==> config.mk <==
export PLATFORM = sky130hd
export DESIGN_NAME = ptp_stamp_unit
export DESIGN_NICKNAME = d
export VERILOG_FILES = /design/src/rtl/ptp_stamp_pkg.sv /design/src/rtl/ptp_time_base.sv /design/src/rtl/ptp_frame_parse.sv /design/src/rtl/ptp_stamp_hold.sv /design/src/rtl/ptp_stamp_unit.sv
export SDC_FILE = /design/constraint.sdc
export NUM_CORES = 1
export LEC_CHECK = 0
export CORE_ASPECT_RATIO = 0.7
export CORE_MARGIN = 3
export CORE_UTILIZATION = 50
export CTS_BUF_LIST = sky130_fd_sc_hd__clkbuf_16
export CTS_CLUSTER_DIAMETER = 30
export DETAILED_ROUTE_END_ITERATION = 10
export PLACE_DENSITY = 0.77
export SYNTH_ARGS = -nofsm -noshare
export SYNTH_HDL_FRONTEND = slang
export SYNTH_SLANG_ARGS = --single-unit
==> constraint.sdc <==
create_clock -name clk -period 20.6 [get_ports clk]
set_input_delay 4.12 -clock clk [delete_from_list [all_inputs] [get_ports clk]]
set_output_delay 4.12 -clock clk [all_outputs]
set_load 0.02 [all_outputs]
==> src/rtl/ptp_stamp_pkg.sv <==
package ptp_stamp_pkg;
  localparam int SEC_W  = 32;
  localparam int NS_W   = 32;
  localparam int TS_W   = SEC_W + NS_W;
  localparam int SEQ_W  = 16;
  localparam int PORT_W = 80;

  typedef enum logic [1:0] {
    STAMP_T1 = 2'd0,
    STAMP_T2 = 2'd1,
    STAMP_T3 = 2'd2,
    STAMP_T4 = 2'd3
  } stamp_kind_e;

  typedef enum logic [1:0] {
    PS_IDLE,
    PS_PRE,
    PS_BODY,
    PS_SKIP
  } parse_state_e;

  typedef struct packed {
    logic [TS_W-1:0]   ts;
    logic [SEQ_W-1:0]  seq;
    logic [PORT_W-1:0] port;
    logic              is_dreq;
  } capture_t;

  typedef struct packed {
    logic [TS_W-1:0]   ts;
    logic [SEQ_W-1:0]  seq;
    logic [PORT_W-1:0] port;
    stamp_kind_e       kind;
  } stamp_rec_t;
endpackage

==> src/rtl/ptp_time_base.sv <==
module ptp_time_base
  import ptp_stamp_pkg::*;
#(
  parameter int STEP_W = 8
) (
  input  logic              clk,
  input  logic              rst_n,
  input  logic [STEP_W-1:0] step,
  output logic [TS_W-1:0]   time_now
);
  localparam logic [NS_W:0] NS_LIMIT = (NS_W+1)'(1_000_000_000);

  logic [SEC_W-1:0] sec_q, sec_d;
  logic [NS_W-1:0]  ns_q, ns_d;
  logic [NS_W:0]    ns_sum;

  always_comb begin
    ns_sum = {1'b0, ns_q} + (NS_W+1)'(step);
    sec_d  = sec_q;
    if (ns_sum >= NS_LIMIT) begin
      ns_d  = NS_W'(ns_sum - NS_LIMIT);
      sec_d = sec_q + 1'b1;
    end else begin
      ns_d  = ns_sum[NS_W-1:0];
    end
  end

  always_ff @(posedge clk or negedge rst_n) begin
    if (!rst_n) begin
      sec_q <= '0;
      ns_q  <= '0;
    end else begin
      sec_q <= sec_d;
      ns_q  <= ns_d;
    end
  end

  assign time_now = {sec_q, ns_q};

  assert_ns_range_R1: assert property (@(posedge clk) disable iff (!rst_n)
    {1'b0, ns_q} < NS_LIMIT);

  assert_sec_carry_R1: assert property (@(posedge clk) disable iff (!rst_n)
    (sec_q != $past(sec_q)) |-> ((NS_W+1)'(ns_q) < (NS_W+1)'($past(step))));
endmodule

==> src/rtl/ptp_frame_parse.sv <==
module ptp_frame_parse
  import ptp_stamp_pkg::*;
(
  input  logic            clk,
  input  logic            rst_n,
  input  logic            en,
  input  logic [3:0]      nib,
  input  logic [TS_W-1:0] time_now,
  output logic            cap_fire,
  output capture_t        cap
);
  localparam logic [3:0] NIB_PRE = 4'h5;
  localparam logic [3:0] NIB_SFD = 4'hD;
  localparam logic [7:0] ETH_HI  = 8'h88;
  localparam logic [7:0] ETH_LO  = 8'hF7;
  localparam int         CNT_W   = 6;

  parse_state_e     st_q, st_d;
  logic             phase_q, phase_d;
  logic [3:0]       lo_q, lo_d;
  logic [CNT_W-1:0] bcnt_q, bcnt_d;
  logic             fire_q, fire_d;
  logic             ts_ld;
  capture_t         cap_q, cap_d;
  logic [7:0]       byte_w;

  assign byte_w = {nib, lo_q};

  always_comb begin
    st_d    = st_q;
    phase_d = phase_q;
    lo_d    = lo_q;
    bcnt_d  = bcnt_q;
    fire_d  = 1'b0;
    ts_ld   = 1'b0;
    cap_d   = cap_q;
    case (st_q)
      PS_IDLE: begin
        if (en) st_d = (nib == NIB_PRE) ? PS_PRE : PS_SKIP;
      end
      PS_PRE: begin
        if (!en) begin
          st_d = PS_IDLE;
        end else if (nib == NIB_SFD) begin
          st_d    = PS_BODY;
          ts_ld   = 1'b1;
          phase_d = 1'b0;
          bcnt_d  = '0;
        end else if (nib != NIB_PRE) begin
          st_d = PS_SKIP;
        end
      end
      PS_BODY: begin
        if (!en) begin
          st_d = PS_IDLE;
        end else if (!phase_q) begin
          lo_d    = nib;
          phase_d = 1'b1;
        end else begin
          phase_d = 1'b0;
          bcnt_d  = bcnt_q + 1'b1;
          if (bcnt_q == CNT_W'(12) && byte_w != ETH_HI) st_d = PS_SKIP;
          if (bcnt_q == CNT_W'(13) && byte_w != ETH_LO) st_d = PS_SKIP;
          if (bcnt_q == CNT_W'(14)) begin
            if (byte_w[3:1] != 3'b000) st_d = PS_SKIP;
            cap_d.is_dreq = byte_w[0];
          end
          if (bcnt_q >= CNT_W'(34) && bcnt_q <= CNT_W'(43))
            cap_d.port = {cap_q.port[PORT_W-9:0], byte_w};
          if (bcnt_q == CNT_W'(44) || bcnt_q == CNT_W'(45))
            cap_d.seq = {cap_q.seq[7:0], byte_w};
          if (bcnt_q == CNT_W'(45)) begin
            fire_d = 1'b1;
            st_d   = PS_SKIP;
          end
        end
      end
      default: begin
        if (!en) st_d = PS_IDLE;
      end
    endcase
    if (ts_ld) cap_d.ts = time_now;
  end

  always_ff @(posedge clk or negedge rst_n) begin
    if (!rst_n) begin
      st_q    <= PS_IDLE;
      phase_q <= 1'b0;
      lo_q    <= '0;
      bcnt_q  <= '0;
      fire_q  <= 1'b0;
      cap_q   <= '0;
    end else begin
      st_q    <= st_d;
      phase_q <= phase_d;
      lo_q    <= lo_d;
      bcnt_q  <= bcnt_d;
      fire_q  <= fire_d;
      cap_q   <= cap_d;
    end
  end

  assign cap_fire = fire_q;
  assign cap      = cap_q;

  assert_fire_pulse_R10: assert property (@(posedge clk) disable iff (!rst_n)
    cap_fire |=> !cap_fire);

  assert_fire_needs_enable_R6: assert property (@(posedge clk) disable iff (!rst_n)
    cap_fire |-> $past(en));
endmodule

==> src/rtl/ptp_stamp_hold.sv <==
module ptp_stamp_hold
  import ptp_stamp_pkg::*;
(
  input  logic       clk,
  input  logic       rst_n,
  input  logic       load,
  input  stamp_rec_t load_rec,
  input  logic       ack,
  output logic       valid,
  output logic       ovf,
  output stamp_rec_t rec
);
  logic       valid_q, valid_d;
  logic       ovf_q, ovf_d;
  logic       take;
  stamp_rec_t rec_q;

  always_comb begin
    take    = load && (!valid_q || ack);
    valid_d = valid_q;
    if (take)     valid_d = 1'b1;
    else if (ack) valid_d = 1'b0;
    ovf_d = ovf_q | (load && valid_q);
    if (ack) ovf_d = 1'b0;
  end

  always_ff @(posedge clk or negedge rst_n) begin
    if (!rst_n) begin
      valid_q <= 1'b0;
      ovf_q   <= 1'b0;
    end else begin
      valid_q <= valid_d;
      ovf_q   <= ovf_d;
    end
  end

  always_ff @(posedge clk or negedge rst_n) begin
    if (!rst_n)    rec_q <= '0;
    else if (take) rec_q <= load_rec;
  end

  assign valid = valid_q;
  assign ovf   = ovf_q;
  assign rec   = rec_q;

  assert_valid_source_R7: assert property (@(posedge clk) disable iff (!rst_n)
    $rose(valid_q) |-> $past(load));

  assert_hold_stable_R7: assert property (@(posedge clk) disable iff (!rst_n)
    (valid_q && !ack) |=> $stable(rec_q));

  assert_ack_clears_R7: assert property (@(posedge clk) disable iff (!rst_n)
    ack |=> !ovf_q);

  assert_no_overflow_R8: assert property (@(posedge clk) disable iff (!rst_n)
    $rose(ovf_q) |-> $past(load && valid_q && !ack));
endmodule

==> src/rtl/ptp_stamp_unit.sv <==
module ptp_stamp_unit
  import ptp_stamp_pkg::*;
#(
  parameter int STEP_W = 8
) (
  input  logic              clk,
  input  logic              rst_n,
  input  logic              role_master,
  input  logic [STEP_W-1:0] ns_step,
  input  logic              tx_en,
  input  logic [3:0]        txd,
  input  logic              rx_dv,
  input  logic [3:0]        rxd,
  input  logic              tx_ack,
  input  logic              rx_ack,
  output logic [TS_W-1:0]   time_now,
  output logic              tx_valid,
  output logic              tx_ovf,
  output logic [1:0]        tx_kind,
  output logic [TS_W-1:0]   tx_ts,
  output logic [SEQ_W-1:0]  tx_seq,
  output logic [PORT_W-1:0] tx_port,
  output logic              rx_valid,
  output logic              rx_ovf,
  output logic [1:0]        rx_kind,
  output logic [TS_W-1:0]   rx_ts,
  output logic [SEQ_W-1:0]  rx_seq,
  output logic [PORT_W-1:0] rx_port
);
  localparam int NPATH = 2;

  logic [1:0] rst_sync_q;
  logic       srst_n;

  always_ff @(posedge clk or negedge rst_n) begin
    if (!rst_n) rst_sync_q <= 2'b00;
    else        rst_sync_q <= {rst_sync_q[0], 1'b1};
  end
  assign srst_n = rst_sync_q[1];

  ptp_time_base #(.STEP_W(STEP_W)) i_time (
    .clk      (clk),
    .rst_n    (srst_n),
    .step     (ns_step),
    .time_now (time_now)
  );

  logic [NPATH-1:0] en_a;
  logic [3:0]       nib_a [NPATH];
  logic [NPATH-1:0] ack_a;
  logic [NPATH-1:0] valid_a;
  logic [NPATH-1:0] ovf_a;
  stamp_rec_t       rec_a [NPATH];

  assign en_a     = {rx_dv, tx_en};
  assign nib_a[0] = txd;
  assign nib_a[1] = rxd;
  assign ack_a    = {rx_ack, tx_ack};

  for (genvar p = 0; p < NPATH; p++) begin : g_path
    logic        fire;
    capture_t    cap;
    logic        want_dreq;
    logic        accept;
    stamp_rec_t  lrec;
    stamp_kind_e kind;

    ptp_frame_parse i_parse (
      .clk      (clk),
      .rst_n    (srst_n),
      .en       (en_a[p]),
      .nib      (nib_a[p]),
      .time_now (time_now),
      .cap_fire (fire),
      .cap      (cap)
    );

    if (p == 0) begin : g_tx
      assign want_dreq = !role_master;
      assign kind      = role_master ? STAMP_T1 : STAMP_T3;
    end else begin : g_rx
      assign want_dreq = role_master;
      assign kind      = role_master ? STAMP_T4 : STAMP_T2;
    end

    assign accept    = fire && (cap.is_dreq == want_dreq);
    assign lrec.ts   = cap.ts;
    assign lrec.seq  = cap.seq;
    assign lrec.port = cap.port;
    assign lrec.kind = kind;

    ptp_stamp_hold i_hold (
      .clk      (clk),
      .rst_n    (srst_n),
      .load     (accept),
      .load_rec (lrec),
      .ack      (ack_a[p]),
      .valid    (valid_a[p]),
      .ovf      (ovf_a[p]),
      .rec      (rec_a[p])
    );
  end

  assign tx_valid = valid_a[0];
  assign tx_ovf   = ovf_a[0];
  assign tx_kind  = rec_a[0].kind;
  assign tx_ts    = rec_a[0].ts;
  assign tx_seq   = rec_a[0].seq;
  assign tx_port  = rec_a[0].port;
  assign rx_valid = valid_a[1];
  assign rx_ovf   = ovf_a[1];
  assign rx_kind  = rec_a[1].kind;
  assign rx_ts    = rec_a[1].ts;
  assign rx_seq   = rec_a[1].seq;
  assign rx_port  = rec_a[1].port;

  assert_tx_kind_R4: assert property (@(posedge clk) disable iff (!srst_n)
    tx_valid |-> (tx_kind == STAMP_T1 || tx_kind == STAMP_T3));

  assert_rx_kind_R4: assert property (@(posedge clk) disable iff (!srst_n)
    rx_valid |-> (rx_kind == STAMP_T2 || rx_kind == STAMP_T4));

  assert_side_apart_R9: assert property (@(posedge clk) disable iff (!srst_n)
    (tx_valid && !tx_ack && !g_path[0].accept) |=> $stable(tx_seq));
endmodule

==> flow_summary.toml, run 1 <==
[global_routing]
grt.total_usage_pct = 23.0
grt_max_degree = 171
grt_pass1_vias = 20100
grt_pass1_wl_um = 116000
antenna_found_initial = 2
overflow = 0

[detailed_routing]
wl_per_cell_um = 21.2
drt_iter0_markers = 1138
ant_nets = 0
wl_um = 72700
num_vias = 18800
vias_per_cell = 5.49
drt_pass1_iterations = 6
drc = 0

[worst_setup_path]
end_kind = "flop"
path_cells = "clkdlybuf4s50_1 > ha_1 > fa_1 > a211oi_1 > o21ai_1 > mux2i_1 > a311o_1 > nor4_1 > nand4b_1 > o2111ai_4 > nand3_4 > nor4b_1 > xor2_1"
max_stage_delay_ns = 0.56
path_max_fanout = 46
reg2regPathDepth = 12
crit_path_top_delay_cell = "nand3_4"
crit_type = "in -> reg"
cp.required_ns = 21.17
crit_arrival_ns = 8.74
startpoint_type = "primary input"

[flow_run]
drv_cap = 0

[floorplanning]
ioPinCount = 415
die_area_um2 = 63300
die_y_um = 211
initial_core_util_pct = 51.1
rows = 74
die_w_um = 300
coreArea_um2 = 59000

[sta]
fmax_mhz = 122
worstMarginPinSlew_ns = 1.08
fin_crit_ns = 8.17
timing.final.max_slew_violations = 0
period_share_pct = 39.7
hold_viol_final = 0
setup_tns_ns = 0
relSlewSlack_pct = 27.8
rsz0062_at_grt = "false"
fin_skew_ns = 0.0305
setup_viol = 0

[yosys]
synth_ff_type = "dfrtp_1"
synth_compound_area_share_pct = 3.33
synthAdderAreaFrac_pct = 1.15
synth_top_family_by_area = "multiplexers"
synth-simple-area-share_pct = 5.74
async_flop_share_pct = 100
synth_cell_types = 79
yosysSeqAreaShare_pct = 61.7
syn_area_um2 = 30200
synth_xor_area_share_pct = 2.29
syn-instance-count = 2073
syn_nets = 2123
synth_edf_count = 0
synth_area_per_cell_um2 = 14.5
ys_ff_latch = 743
ys_warn_count = 0
synthMuxAreaShare_pct = 24.3

[clock_network]
cts_root_buf = "clkbuf_16"
cts_buffers = 117
worst_setup_hold_path_clk_slew_ns = 0.05
cts_buffer_depth = 3
clkLatencyLatePin_ns = 0.66
cts_hold_buf = 0
clock_sinks = 743
htree_levels = 3
postCtsSetupRepairBufs = 0
post_cts_resized = 0
cts_tree = "built"

[final_layout]
drive_above_1_share_pct = 33.9
final_common_cell = "dfrtp_1"
utilization_pct = 66.2
syn2layout_area_growth_pct = 29.6
nNetsFinal = 2580
layout_common_cells = "dfrtp_1 (742), mux2_2 (648), clkdlybuf4s50_1 (413)"

[pwr]
ir_worst_vdd_mv = 0.0713
power_mw = 4.00
p_leak_nw = 18.8
pwr_density_cell_nw_per_um2 = 102

[outcome]
status = "finished, final reports clean"

[worst_hold_path]
hp-class = "reg -> reg"
min_path_cells = 0

[placed_design]
gp_congestion = 0.845
port_buffers = 413
dp_hpwl_um = 48800
-- metrics by stage --
| stage | area, µm² | std cells | hold slack, ns | worst slack (ns) |
|---|---|---|---|---|
| floorplan | 30200 | 2073 | 0.331 | 8.53 |
| global placement | 35100 | 3209 | 0.342 | 11.84 |
| detailed placement | 35100 | 3209 | 0.338 | 11.80 |
| CTS | 39100 | 3425 | 0.357 | 12.47 |
| global route | 39100 | 3425 | 0.369 | 12.10 |
| finish | 39100 | 3426 | 0.355 | 12.43 |
-- cells in the mapped netlist (all sizes together) (7+ instances only) --
library cell | instances | area (µm²)
and2 | 17 | 106
nand4b | 7 | 61.3
or2 | 9 | 56.3
o21ai | 34 | 174
o211ai | 9 | 72.6
buf | 13 | 68.8
nor4 | 14 | 138
nand2 | 76 | 288
o31ai | 8 | 60.1
clkbuf | 79 | 298
nor3b | 9 | 67.6
a21oi | 36 | 195
ha | 26 | 325
nand2b | 10 | 62.6
nand3 | 34 | 188
mux2 | 648 | 7300
dfrtp | 743 | 18600
nor2 | 46 | 173
a211oi | 9 | 85.1
xor2 | 42 | 368
nor3 | 25 | 135
xnor2 | 37 | 324
and3 | 20 | 125
nand4 | 18 | 113
inv | 21 | 78.8
-- state kept, by name (all words and copies together) (netlist names) --
register and flops:
g_path.i_parse.cap 322, g_path.i_parse.cap_fire 2, g_path.i_parse.lo_q 8, g_path.i_hold.valid 2, g_path.i_hold.ovf 2, g_path.i_parse.bcnt_q 12, g_path.i_hold.rec 323, i_time.ns_q 32
rst_sync_q 2, i_time.sec_q 32, g_path.i_parse.st_q 4, g_path.i_parse.phase_q 2
-- cell type report --
type / count / area [µm²]
timing repair buffer: 430 / 4270
antenna: 1 / 2.50
sequential: 743 / 18600
clock buffer: 118 / 2950
clock inverter: 98 / 1020
fill: 4148 / 19900
tap: 798 / 998
inverter: 21 / 78.8
multi-input combinational: 1217 / 11200
-- report_power, final --
part           total, mW  internal (mW)  switching [mW]
clock               1.95           1.25           0.702
combinational      0.419          0.171           0.247
sequential          1.63           1.53          0.0965
-- final timing paths --
check	start	end	slack (ns)
worst max-delay path	ns_step[0]	i_time.sec_q[16]	12.43
worst min-delay path	rst_sync_q[0]	rst_sync_q[1]	0.36
worst max register to register	i_time.ns_q[0]	i_time.sec_q[16]	15.84
worst min register to register	rst_sync_q[0]	rst_sync_q[1]	0.36
max in group asynchronous	rst_sync_q[1]	g_path[1].i_parse.cap[110]	16.75
min in group asynchronous	rst_sync_q[1]	g_path[1].i_parse.cap[85]	0.44
-- worst max-delay path, delay by kind of cell --
| kind | cells | cell delay, ns |
|---|---|---|
| multiplexers | 1 | 0.17 |
| XOR/XNOR | 1 | 0.18 |
| adder cells (fa/ha/maj) | 2 | 0.66 |
| buffers and inverters | 1 | 0.42 |
| AO/OA/AOI/OAI | 4 | 1.36 |
| AND/OR/NAND/NOR | 4 | 1.80 |
-- cells by family (layout without fill, tap and decap cells) --
logic type	count (synthesis)	count (layout)
other	2	3
buffers and inverters	113	667
adders and majority gates	27	27
and+or+nand+nor	313	313
AOI/OAI and AO/OA	144	144
muxes	652	652
xor gates and xnor gates	79	79
DFF	743	743
-- per-layer routing --
metal / vias to the layer above / part of all wire [%] / track usage, %
met5: - / 0.028 / 0
met4: 2 / 1.7 / 5.92
met3: 104 / 7.1 / 6.43
met2: 530 / 47 / 36.7
met1: 9804 / 44 / 31.5
li1: 8384 / - / -
(Power assumes the default switching activity.)
==> run 2: changes to the inputs <==
clock period = 7.4 ns   (was 20.6 ns; I/O delays follow)
==> flow_summary.toml, run 2 (synthesis results as in run 1) <==
[outcome]
status = "finished, final reports clean"

[final_layout]
utilization_pct = 66.5
fill_cells = 4042
layout_common_cells = "dfrtp_1 (742), mux2_2 (648), clkdlybuf4s50_1 (413)"
syn2layout_area_growth_pct = 30.0
drive_above_1_share_pct = 34.2
largest_reg_flops = 323
final_common_cell = "dfrtp_1"
nNetsFinal = 2575

[floorplanning]
initial_core_util_pct = 51.1
die_w_um = 300
die_y_um = 211
coreArea_um2 = 59000
die_area_um2 = 63300
ioPinCount = 415
rows = 74

[detailed_routing]
ant_nets = 0
drt_pass1_iterations = 6
drt_iter0_markers = 1192
num_vias = 18800
drc = 0
vias_per_cell = 5.50
wl_per_cell_um = 21.4
wl_um = 73400

[sta]
rsz0062_at_grt = "false"
setup_tns_ns = 0
period_share_pct = 76.8
relSlewSlack_pct = 16.6
setup_viol = 0
fmax_mhz = 176
fin_crit_ns = 5.68
worstMarginPinSlew_ns = 1.25
fin_skew_ns = 0.0504
timing.final.max_slew_violations = 0
hold_ws_ns = 0.354
hold_viol_final = 0

[placed_design]
gp_congestion = 0.836
port_buffers = 413
dp_hpwl_um = 48500

[clock_network]
cts_buffer_depth = 3
cts_tree = "built"
cts_hold_buf = 0
cts_root_buf = "clkbuf_16"
clock_sinks = 743
clkLatencyLatePin_ns = 0.66
htree_levels = 3
postCtsSetupRepairBufs = 0
worst_setup_hold_path_clk_slew_ns = 0.05
post_cts_resized = 0
cts_buffers = 112

[worst_setup_path]
path_cells = "clkdlybuf4s50_1 > ha_1 > fa_1 > a211oi_1 > o21ai_1 > mux2i_1 > a311o_1 > nor4_1 > nand4b_1 > o2111ai_4 > nand3_4 > nor4b_1 > xor2_1"
end_kind = "flop"
reg2regPathDepth = 12
r2r_slack_ns = 2.59
worst-path-buf-inv = 1
r2r_start = "i_time.ns_q[0]"
crit_path_start = "ns_step[0]"
path_max_fanout = 46
crit_path_top_delay_cell = "nand3_4"
crit_type = "in -> reg"
critPathTopFamily = "simple AND/OR/NAND/NOR gates"
max_stage_delay_ns = 0.56
cp.required_ns = 7.98
crit_arrival_ns = 6.27
startpoint_type = "primary input"
r2r_end = "i_time.sec_q[25]"

[pwr]
power_mw = 11.3
p_leak_nw = 18.9
ir_worst_vdd_mv = 0.199
pwr_density_cell_nw_per_um2 = 288

[global_routing]
grt.total_usage_pct = 23.4
grt_pass1_wl_um = 117000
grt_max_degree = 164
overflow = 0
grt_pass1_vias = 20400
antenna_found_initial = 0

[worst_hold_path]
min_path_cells = 0
hp-class = "reg -> reg"
hold_path_end = "rst_sync_q[1]"
holdCritStartpoint = "rst_sync_q[0]"

[flow_run]
drv_cap = 0
[run 2: area by class of cell]
class / count / area, µm² / share of cell area (%)
inverters: 21 / 78.8 / 0.201
multi-input cells: 1217 / 11200 / 28.4
clock inverters: 99 / 1240 / 3.17
repair buffers: 430 / 4310 / 11.0
clock buffers: 113 / 2830 / 7.21
diodes: 1 / 2.50 / 0.00638
well taps: 798 / 998 / 2.55
flip-flops and latches: 743 / 18600 / 47.4
[run 2: layer usage]
layer	global-route usage, %	share of wire [%]	vias to the layer above
met3	6.43	7.3	102
met2	36.9	47	537
met4	5.58	1.6	0
met1	32.5	44	9808
met5	0	0	-
li1	-	-	8380
[run 2: report_power, final]
part           switching, mW  internal (mW)  total, mW
logic                  0.690          0.479       1.17
registers              0.262           4.26       4.52
clock network           1.99           3.59       5.58
[run 2: through the flow]
step / area, µm² / setup WS, ns / std cells
2_1_floorplan: 30200 / 0.230 / 2073
4_1_cts: 39200 / 1.85 / 3421
6_report: 39200 / 1.72 / 3422
3_3_place_gp: 35100 / 1.26 / 3209
3_5_place_dp: 35100 / 1.17 / 3209
5_1_grt: 39200 / 1.50 / 3421
[run 2: worst max-delay path by stage]
stage                      endpoint  slack (ns)  depth (start not counted)
2_1_floorplan  g_path[0].i_hold.ovf        0.23                          0
3_3_place_gp       i_time.sec_q[16]        1.26                         13
5_1_grt            i_time.sec_q[25]        1.50                         13
6_report           i_time.sec_q[25]        1.72                         13
3_5_place_dp       i_time.sec_q[16]        1.17                         13
4_1_cts            i_time.sec_q[25]        1.85                         13
==> run 3: changes to the inputs <==
clock period = 4.8 ns   (was 7.4 ns; I/O delays follow)
==> flow_summary.toml, run 3 (synthesis results as in run 1) <==
[floorplanning]
rows = 74
die_y_um = 211
die_w_um = 300
initial_core_util_pct = 51.1
die_area_um2 = 63300
coreArea_um2 = 59000
ioPinCount = 415

[worst_setup_path]
worst-path-buf-inv = 3
end_kind = "flop"
crit_path_top_delay_cell = "clkdlybuf4s50_1"
path_max_fanout = 15
cp_common_cell = "buf_4"
max_stage_delay_ns = 0.41
crit_arrival_ns = 5.04
cp.required_ns = 5.36
critPathTopFamily = "compound AO/OA/AOI/OAI gates"
startpoint_type = "primary input"
path_cells = "clkdlybuf4s50_1 > ha_1 > fa_1 > a211oi_1 > o21ai_1 > mux2i_1 > a311o_1 > nor4_1 > buf_4 > nand4b_1 > o2111ai_4 > nand3_4 > buf_4 > nor4_2 > xor2_1"
crit_type = "in -> reg"

[sta]
hold_ws_ns = 0.346
timing.final.max_slew_violations = 0
relSlewSlack_pct = 39.5
setup_viol = 0
fin_crit_ns = 4.49
fmax_mhz = 223
rsz0062_at_grt = "false"
worstMarginPinSlew_ns = 0.907
setup_ws_ns = 0.315
setup_tns_ns = 0
period_share_pct = 93.4
fin_skew_ns = 0.0578
hold_viol_final = 0

[clock_network]
cts_buffers = 113
cts_tree = "built"
cts_buffer_depth = 3
cts_root_buf = "clkbuf_16"
clkLatencyLatePin_ns = 0.66
cts_hold_buf = 0
postCtsSetupRepairBufs = 0
clock_sinks = 743
htree_levels = 3
worst_setup_hold_path_clk_slew_ns = 0.05
post_cts_resized = 0

[detailed_routing]
ant_nets = 0
drt_pass1_iterations = 5
wl_um = 74400
wl_per_cell_um = 21.5
drt_iter0_markers = 1112
num_vias = 19000
vias_per_cell = 5.49
drc = 0

[pwr]
pwr_density_cell_nw_per_um2 = 442
p_seq_share_pct = 39.8
clkPwrFrac_pct = 49.0
swShare_pct = 25.6
ir_worst_vdd_mv = 0.333
p_leak_nw = 19.2
power_mw = 17.6
p_sw_mw = 4.50
combPwrFrac_pct = 11.3
internal_power_mw = 13.1

[final_layout]
final_cells = 3463
largest_reg_flops = 323
syn2layout_area_growth_pct = 31.7
multi_input_area_um2 = 11200
drive_above_1_share_pct = 35.4
utilization_pct = 67.3
fill_cells = 4001
layout_common_cells = "dfrtp_1 (742), mux2_2 (648), clkdlybuf4s50_1 (413)"
seqCellArea_um2 = 18600
antenna_cells = 0
final_common_cell = "dfrtp_1"
final_area_um2 = 39700
nNetsFinal = 2626

[outcome]
status = "finished, final reports clean"

[worst_hold_path]
hp-class = "reg -> reg"

[placed_design]
port_buffers = 413
gp_congestion = 0.876
dp_hpwl_um = 50000
place_ws_ns = -0.302
place_area_um2 = 35700
dp.cells = 3259

[flow_run]
drv_cap = 0

[global_routing]
grt_pass1_vias = 20300
grt_max_degree = 147
antenna_found_initial = 1
grt_pass1_wl_um = 118000
overflow = 0
grt.total_usage_pct = 23.5
==> run 3: path summary, 6_finish.rpt <==
| check | start | endpoint | slack (ns) | depth (start not counted) |
|---|---|---|---|---|
| setup reg to reg | i_time.ns_q[3] | i_time.sec_q[20] | 0.66 | 13 |
| min in group asynchronous | rst_n | rst_sync_q[0] | 0.46 | 1 |
| max in group asynchronous | rst_sync_q[1] | g_path[0].i_hold.rec[106] | 2.99 | 1 |
| hold / removal | rst_sync_q[0] | rst_sync_q[1] | 0.35 | 0 |
| setup / recovery | ns_step[0] | i_time.sec_q[20] | 0.31 | 15 |
| hold reg to reg | rst_sync_q[0] | rst_sync_q[1] | 0.35 | 0 |
==> run 3: layout make-up <==
type | instances | share of cell area, %
Timing Repair Buffer | 480 | 12.2
Multi-Input combinational cell | 1217 | 28.1
Clock inverter | 91 | 3.10
Tap cell | 798 | 2.51
Sequential cell | 743 | 46.8
Inverter | 21 | 0.199
Clock buffer | 113 | 7.12
==> run 3: worst reg2reg max path, delay by kind of cell, from the launching register on <==
kind | cells | cell delay (ns)
xor+xnor | 2 | 0.38
flops | 1 | 0.47
fa+ha+maj | 1 | 0.41
simple gates | 4 | 1.12
buf+inv | 2 | 0.41
compound gates | 4 | 1.30
==> run 3: power by group through the flow <==
| stage | Combinational [mW] | Clock, mW | Sequential (mW) |
|---|---|---|---|
| after global placement | 1.88 | 0 | 7.05 |
| after CTS | 1.97 | 8.75 | 6.98 |
| final | 1.98 | 8.60 | 6.98 |
| after global routing | 2.18 | 9.08 | 7.02 |
| after detailed placement | 1.95 | 0 | 7.08 |
| after floorplan | 1.16 | 0 | 7.03 |
==> run 3: routing by layer <==
metal	vias up	wire [µm]	track usage, %
met5	-	0	0
met4	0	1380	6.25
met3	104	4930	6.03
met2	556	35200	37.7
met1	9874	32900	32.3
li1	8462	-	-
